### config.mk
export PLATFORM = sky130hd
export DESIGN_NAME = fp_minmax_unit
export DESIGN_NICKNAME = d
export VERILOG_FILES = /design/src/rtl/fpmm_pkg.sv /design/src/rtl/fpmm_field_decode.sv /design/src/rtl/fpmm_classify.sv /design/src/rtl/fpmm_order.sv /design/src/rtl/fpmm_pick.sv /design/src/rtl/fp_minmax_unit.sv
export SDC_FILE = /design/constraint.sdc
export NUM_CORES = 1
export LEC_CHECK = 0
export ABC_AREA = 1
export BUFFER_PORTS_ARGS = -buffer_cell sky130_fd_sc_hd__buf_2
export CORE_MARGIN = 2
export CORE_UTILIZATION = 50
export CTS_CLUSTER_DIAMETER = 50
export CTS_CLUSTER_SIZE = 16
export DETAILED_ROUTE_END_ITERATION = 7
export PLACE_DENSITY = 0.75
export SKIP_CTS_REPAIR_TIMING = 1
export SYNTH_ARGS = -nofsm -noshare
export SYNTH_HDL_FRONTEND = slang
export SYNTH_HIERARCHICAL = 1
export SYNTH_SLANG_ARGS = --single-unit
### constraint.sdc
create_clock -name clk -period 7.5 [get_ports clk]
set_input_delay 0.75 -clock clk [delete_from_list [all_inputs] [get_ports clk]]
set_output_delay 0.75 -clock clk [all_outputs]
set_load 0.01 [all_outputs]
### src/rtl/fpmm_pkg.sv
package fpmm_pkg;
  localparam int WORD_W    = 64;
  localparam int SP_W      = 32;
  localparam int SP_EXP_W  = 8;
  localparam int SP_FRAC_W = 23;
  localparam int DP_EXP_W  = 11;
  localparam int DP_FRAC_W = 52;
  localparam int MAG_W     = WORD_W - 1;
  localparam int BOX_W     = WORD_W - SP_W;

  typedef enum logic {OP_MIN = 1'b0, OP_MAX = 1'b1} op_e;
  typedef enum logic {FMT_SP = 1'b0, FMT_DP = 1'b1} fmt_e;

  typedef struct packed {
    logic             sign;
    logic             is_nan;
    logic             is_snan;
    logic             is_zero;
    logic [MAG_W-1:0] mag;
  } opnd_info_t;

  // Canonical quiet NaN: positive, exponent all ones, only quiet bit set
  localparam logic [SP_W-1:0] SP_QNAN =
    {1'b0, {SP_EXP_W{1'b1}}, 1'b1, {(SP_FRAC_W-1){1'b0}}};
  localparam logic [WORD_W-1:0] DP_QNAN =
    {1'b0, {DP_EXP_W{1'b1}}, 1'b1, {(DP_FRAC_W-1){1'b0}}};
  localparam logic [WORD_W-1:0] SP_QNAN_BOXED = {{BOX_W{1'b1}}, SP_QNAN};
endpackage

### src/rtl/fpmm_field_decode.sv
module fpmm_field_decode #(
  parameter int EXP_W  = 8,
  parameter int FRAC_W = 23,
  localparam int BITS_W = 1 + EXP_W + FRAC_W
) (
  input  logic [BITS_W-1:0]   bits,
  output logic                sign,
  output logic                is_nan,
  output logic                is_snan,
  output logic                is_zero,
  output logic [BITS_W-2:0]   mag
);
  logic exp_ones;
  logic frac_nz;
  logic quiet_bit;

  always_comb begin
    sign      = bits[BITS_W-1];
    mag       = bits[BITS_W-2:0];
    exp_ones  = &bits[BITS_W-2:FRAC_W];
    frac_nz   = |bits[FRAC_W-1:0];
    quiet_bit = bits[FRAC_W-1];
    is_nan    = exp_ones & frac_nz;
    is_snan   = exp_ones & frac_nz & ~quiet_bit;
    is_zero   = ~|bits[BITS_W-2:0];
  end
endmodule

### src/rtl/fpmm_classify.sv
module fpmm_classify
  import fpmm_pkg::*;
(
  input  logic [WORD_W-1:0] word,
  input  fmt_e              fmt,
  output opnd_info_t        info
);
  localparam int N_FMT = 2;

  opnd_info_t fmt_info [N_FMT];

  for (genvar g = 0; g < N_FMT; g++) begin : g_fmt
    localparam int EW = (g == 0) ? SP_EXP_W : DP_EXP_W;
    localparam int FW = (g == 0) ? SP_FRAC_W : DP_FRAC_W;
    localparam int BW = 1 + EW + FW;
    logic          s, n, sn, z;
    logic [BW-2:0] m;

    fpmm_field_decode #(.EXP_W(EW), .FRAC_W(FW)) u_dec (
      .bits    (word[BW-1:0]),
      .sign    (s),
      .is_nan  (n),
      .is_snan (sn),
      .is_zero (z),
      .mag     (m)
    );

    always_comb begin
      fmt_info[g].sign    = s;
      fmt_info[g].is_nan  = n;
      fmt_info[g].is_snan = sn;
      fmt_info[g].is_zero = z;
      fmt_info[g].mag     = MAG_W'(m);
    end
  end

  assign info = (fmt == FMT_DP) ? fmt_info[1] : fmt_info[0];
endmodule

### src/rtl/fpmm_order.sv
module fpmm_order
  import fpmm_pkg::*;
(
  input  opnd_info_t a,
  input  opnd_info_t b,
  output logic       a_lt_b,
  output logic       b_lt_a,
  output logic       a_eq_b
);
  logic any_nan;
  logic both_zero;
  logic mag_lt;
  logic mag_gt;
  logic mag_eq;

  always_comb begin
    any_nan   = a.is_nan | b.is_nan;
    both_zero = a.is_zero & b.is_zero;
    mag_lt    = a.mag < b.mag;
    mag_gt    = b.mag < a.mag;
    mag_eq    = a.mag == b.mag;
    // Quiet comparisons: any NaN makes every relation false
    a_eq_b = ~any_nan & (both_zero | ((a.sign == b.sign) & mag_eq));
    a_lt_b = 1'b0;
    b_lt_a = 1'b0;
    if (!any_nan && !both_zero) begin
      if (a.sign != b.sign) begin
        a_lt_b = a.sign;
        b_lt_a = b.sign;
      end else if (a.sign) begin
        a_lt_b = mag_gt;
        b_lt_a = mag_lt;
      end else begin
        a_lt_b = mag_lt;
        b_lt_a = mag_gt;
      end
    end
  end
endmodule

### src/rtl/fpmm_pick.sv
module fpmm_pick
  import fpmm_pkg::*;
(
  input  logic [WORD_W-1:0] a_word,
  input  logic [WORD_W-1:0] b_word,
  input  opnd_info_t        a,
  input  opnd_info_t        b,
  input  logic              a_lt_b,
  input  logic              b_lt_a,
  input  logic              a_eq_b,
  input  op_e               op,
  input  fmt_e              fmt,
  output logic [WORD_W-1:0] result,
  output logic              invalid
);
  logic              a_wins;
  logic [WORD_W-1:0] chosen;

  always_comb begin
    // Ties between equal values are broken by sign so -0 < +0
    if (op == OP_MIN) a_wins = a_lt_b | (a_eq_b & a.sign);
    else              a_wins = b_lt_a | (a_eq_b & b.sign);
    a_wins = a_wins | b.is_nan;
    chosen = a_wins ? a_word : b_word;

    if (a.is_nan && b.is_nan)
      result = (fmt == FMT_DP) ? DP_QNAN : SP_QNAN_BOXED;
    else if (fmt == FMT_DP)
      result = chosen;
    else
      result = {{BOX_W{1'b1}}, chosen[SP_W-1:0]};

    invalid = a.is_snan | b.is_snan;
  end
endmodule

### src/rtl/fp_minmax_unit.sv
module fp_minmax_unit
  import fpmm_pkg::*;
(
  input  logic              clk,
  input  logic              rst_n,
  input  logic              in_valid,
  output logic              in_ready,
  input  logic [WORD_W-1:0] in_a,
  input  logic [WORD_W-1:0] in_b,
  input  logic              in_op,
  input  logic              in_fmt,
  output logic              out_valid,
  input  logic              out_ready,
  output logic [WORD_W-1:0] out_result,
  output logic              out_invalid
);
  fmt_e              fmt;
  op_e               op;
  opnd_info_t        info_a;
  opnd_info_t        info_b;
  logic              lt_ab;
  logic              lt_ba;
  logic              eq_ab;
  logic [WORD_W-1:0] res_d;
  logic              inv_d;
  logic              accept;

  assign fmt = fmt_e'(in_fmt);
  assign op  = op_e'(in_op);

  fpmm_classify u_cls_a (.word(in_a), .fmt(fmt), .info(info_a));
  fpmm_classify u_cls_b (.word(in_b), .fmt(fmt), .info(info_b));

  fpmm_order u_order (
    .a(info_a), .b(info_b),
    .a_lt_b(lt_ab), .b_lt_a(lt_ba), .a_eq_b(eq_ab)
  );

  fpmm_pick u_pick (
    .a_word(in_a), .b_word(in_b), .a(info_a), .b(info_b),
    .a_lt_b(lt_ab), .b_lt_a(lt_ba), .a_eq_b(eq_ab),
    .op(op), .fmt(fmt), .result(res_d), .invalid(inv_d)
  );

  assign in_ready = ~out_valid | out_ready;
  assign accept   = in_valid & in_ready;

  always_ff @(posedge clk) begin
    if (!rst_n) begin
      out_valid   <= 1'b0;
      out_result  <= '0;
      out_invalid <= 1'b0;
    end else if (accept) begin
      out_valid   <= 1'b1;
      out_result  <= res_d;
      out_invalid <= inv_d;
    end else if (out_ready) begin
      out_valid   <= 1'b0;
    end
  end
endmodule

* Yosys cells after proc, flatten, opt, wreduce, memory -nomap -nowiden
Index checks and enable logic that the tools add are counted.
** Cells by class
- Magnitude comparators :: 2
- Reductions and logical operators :: 21
- Bitwise operators :: 27
- Equality and inequality tests :: 3
- Multiplexer cells :: 15
** Operators with widths (number)
- 64-bit two-way mux :: 4
- 67-bit two-way mux :: 2
- 63-bit < comparator :: 2
- 63-bit OR reduction :: 2
- 52-bit OR reduction :: 2
- 63-bit equality test :: 1
- 31-bit OR reduction :: 2
- 23-bit OR reduction :: 2
- 11-bit AND reduction :: 2
- 8-bit AND reduction :: 2
- 1-bit AND :: 14
- 1-bit two-way mux :: 9
- 1-bit OR :: 7
- 1-bit zero test :: 6
- 1-bit inverter :: 6
- 1-bit logical AND :: 2
- 2-bit nonzero test :: 1
- 1-bit equality test :: 1
- 1-bit inequality test :: 1
** Word-level totals
- Input bits :: 134
- Register bits after elaboration :: 66
- Word-level logic and storage cells :: 71

* Longest topological paths before layout
- Depth in word-level cells :: 15
- Mapped depth :: 32

* By module
Netlist, hierarchy kept.
** By module, submodules not included
- fp_minmax_unit :: cells each 431, sequential area each 1321.3 sq um, area an instance 2969.1 sq um, times used 1
- fpmm_order :: cells each 335, sequential area each 0.0 sq um, area an instance 1928.1 sq um, times used 1
- fpmm_pick :: cells each 262, sequential area each 0.0 sq um, area an instance 1486.4 sq um, times used 1
- fpmm_field_decode at u_cls_a.g_fmt[1].u_dec ... :: cells each 127, sequential area each 0.0 sq um, area an instance 739.5 sq um, times used 2
- fpmm_classify :: cells each 181, sequential area each 0.0 sq um, area an instance 737.0 sq um, times used 2
- fpmm_field_decode at u_cls_a.g_fmt[0].u_dec ... :: cells each 64, sequential area each 0.0 sq um, area an instance 371.6 sq um, times used 2

* Worst setup path after synthesis
No wires, ideal clock.
- Path type :: input-to-reg
- Start point :: input in_fmt
- End point :: register out_result[26]
- Cell stages on the path :: 31
- Data arrival time :: 3.206 ns
- Slack :: 4.179 ns
- Setup time :: 0.115 ns
- Cell sequence :: buf_2 > buf_6 > buf_6 > nand2_1 > inv_1 > inv_1 > ha_1 > nand2_2 > inv_2 > nand2_1 > nand2_1 > nor2_1 > nand2_1 > nand2_1 > nand2_1 > a21oi_2 > nand2_2 > a21oi_1 > nor2_1 > nor2_1 > nand2_1 > nand2_2 > buf_12 > buf_8 > nand3_1 > nand3_1 > nand2_1 > inv_1 > nand3_1 > nand2_1 > nor2_1
** RTL lines
- from (decl) :: line fp_minmax_unit.sv:11 : input logic in_fmt,
- to (signal assigned) :: line fp_minmax_unit.sv:55 : out_result <= res_d;
- to (decl) :: line fp_minmax_unit.sv:14 : output logic [WORD_W-1:0] out_result,

==> qor.yml <==
run_status:
  outcome: "finished, final reports clean"
global_routing:
  grt_pass1_wl_mm: 45.5
  grt_overflow: 0
  antenna_found_initial: 4
  grt_start_max_net_pins: 109
  grtUsageTotal_pct: 26.0
  grt_pass1_vias: 9292
clock_tree:
  ctsLongestPathBuffers: 2
  tritoncts: "yes"
  clock_pin_transition_on_the_worst_setup_and_hold_timing_paths_ns: 0.05
  clock_sink_count: 66
  h-tree-depth: 3
  clockRootBuffer: "clkbuf_16"
  worstSkewPairLatency_ns: 0.34
  numCtsBuffers: 9
floorplanning:
  row_count: 51
  die_x_um: 146
  floorplan.core_area_um2: 19700
  initial_utilization_pct: 51.3
  io_pins: 201
  die_area_um2: 21300
  die_height_um: 146
critical_path:
  critPathCaptureType: "flip-flop"
  crit_path_top_delay_cell: "buf_4"
  buffering_stage_count_on_the_worst_path_with_inverters_included: 6
  required_ns: 7.72
  timing.setup.critical_path_class: "input pin to flip-flop"
  worst_path_max_fanout: 70
  max_stage_delay_ns: 0.66
  crit_family: "simple AND/OR/NAND/NOR gates"
  critical_path.startpoint_type: "input pin"
  critPathMostFrequentCell: "nand2_1"
  worstPathArrival_ns: 5.12
final_layout:
  num-nets-final: 1910
  layout-drive-gt1-share_pct: 16.9
  area_growth_syn_to_layout_pct: -3.89
  final_core_utilization_pct: 49.3
  fill_cells: 2193
sta:
  smallest_hold_slack_ns: 0.474
  worst_slack_ns: 2.60
  worst_clock_skew_ns: 0.00929
  period_share_pct: 65.4
  timing.final.setup_violations: 0
  setup_total_negative_slack_ns: 0
  max_freq_ghz: 0.204
  number_of_max_slew_violations_in_the_final_report: 0
  period_needed_ns: 4.90
  maxSlewHeadroom_pct: 30.4
  tightestPinTransition_ns: 1.04
  grt_setup_unrepaired: "false"
  final_hold_viol_count: 0
yosys:
  synth.ff_latch_count: 66
  synth_top_cells_by_area: "nand2_1, buf_4, dfxtp_1"
  net_count_of_the_mapped_netlist: 1969
  synth.distinct_cells: 31
  post_synth_instance_area_um2: 10100
  synthesis.area_per_instance_um2: 5.69
  asyncSetResetFlopFracSynth_pct: 0
  ys_warn_count: 6
  synth_top_cell_by_area: "nand2_1"
  synthMostInstantiatedCell: "nand2_1"
  synth_top_area_share_pct: 19.9
  netlist_instances: 1772
  synth.yosys.seq_area_share_pct: 13.1
  post_synth_most_frequent_cells: "nand2_1, inv_1, buf_4"
  synth-edff-count: 0
  dominantRegCellSynth: "dfxtp_1"
place:
  hpwl_mm: 21.4
  post-place-ws_ns: 2.35
  place.gp.congestion: 0.937
  buffer_ports.inserted: 200
pwr:
  irDropWorstVdd_uv: 103
  report.power.total_mw: 1.42
  power_density_nw_per_um2: 146
  cellLeakagePower_nw: 5.97
detailed_routing:
  detail-route-antenna-nets: 0
  wl_met3_mm: 2.33
  finalWirelength_mm: 28.3
  drt_pass1_iterations: 6
  top_signal_layer_used: "met4"
  drt_iter0_drc: 656
  avgViaCountPerCell: 5.14
  met2_wirelength_mm: 13.7
  route.detailed.drc: 0
  wl_per_cell_um: 14.3
  route.layer.met1.wl_mm: 11.3
  via_count: 10202
job:
  max-cap-violations: 0
min_path:
  worst_min_path_class: "flip-flop to flip-flop"
-- routing by layer --
layer,vias to the layer above,GRT usage [%]
met3,73,5.67
li1,5141,-
met5,-,0
met4,0,10.9
met2,395,45.5
met1,4593,30.6
-- area by class of cell --
| class | count | area [um2] | share of cell area (%) |
|---|---|---|---|
| Timing Repair Buffer | 208 | 1070 | 11.0 |
| Tap cell | 265 | 332 | 3.42 |
| Sequential cell | 66 | 1320 | 13.6 |
| Clock buffer | 12 | 246 | 2.54 |
| Multi-Input combinational cell | 1169 | 5700 | 58.8 |
| Inverter | 259 | 972 | 10.0 |
| Clock inverter | 3 | 40.0 | 0.413 |
| Antenna cell | 4 | 10.0 | 0.103 |
-- state kept, by name (all words and copies together), names as in the netlist --
register	flops
out_result	64
out_invalid	1
out_valid	1
-- worst paths after layout --
| kind | start | to | slack (ns) | cells past startpoint |
|---|---|---|---|---|
| setup reg to reg | out_valid | out_result[8] | 5.53 | 5 |
| setup / recovery | in_fmt | out_result[26] | 2.60 | 26 |
| hold / removal | out_result[36] | out_result[36] | 0.47 | 2 |
| hold reg to reg | out_result[36] | out_result[36] | 0.47 | 2 |
-- tightest hold or removal path, cell delays in order (launching register included) --
cell     delay, ns
dfxtp_1       0.32
a21oi_1       0.04
nor2_1        0.08
-- layout by cell type (no fill, tap or decap), types with 10 or more instances in the layout --
master and n:
nand3_1 179, ha_1 63, buf_2 198, nand2_1 534
nand3_2 23, dfxtp_1 66, inv_1 250, nand4_1 21
buf_4 10, a21oi_1 87, a21oi_2 25, nor2_1 198
-- power breakdown --
group	switching, mW	total, mW	internal [mW]	leakage (nW)
logic	0.380	0.593	0.213	5.28
registers	0.0178	0.402	0.385	0.549
clock network	0.156	0.420	0.264	0.142
total	0.554	1.42	0.861	5.97
-- per-stage QoR --
stage	std cells	instance area [um2]
after floorplan	1772	10100
after global placement	1967	9390
after detailed placement	1967	9390
after CTS	1982	9680
after global routing	1985	9690
final	1986	9690
-- cell families (layout without fill, tap and decap cells) --
kind of cell             Yosys count  count (layout)  synth area share (%)
adder cells (fa/ha/maj)           63              63                  7.82
AO/OA/AOI/OAI                    119             119                  6.96
buffers and inverters            537             482                  30.4
other                              0               4                     0
AND/OR/NAND/NOR                  986             986                  41.6
flip-flops                        66              66                  13.1
XOR/XNOR                           1               1                0.0869
Power figures use the tool's default switching activity.
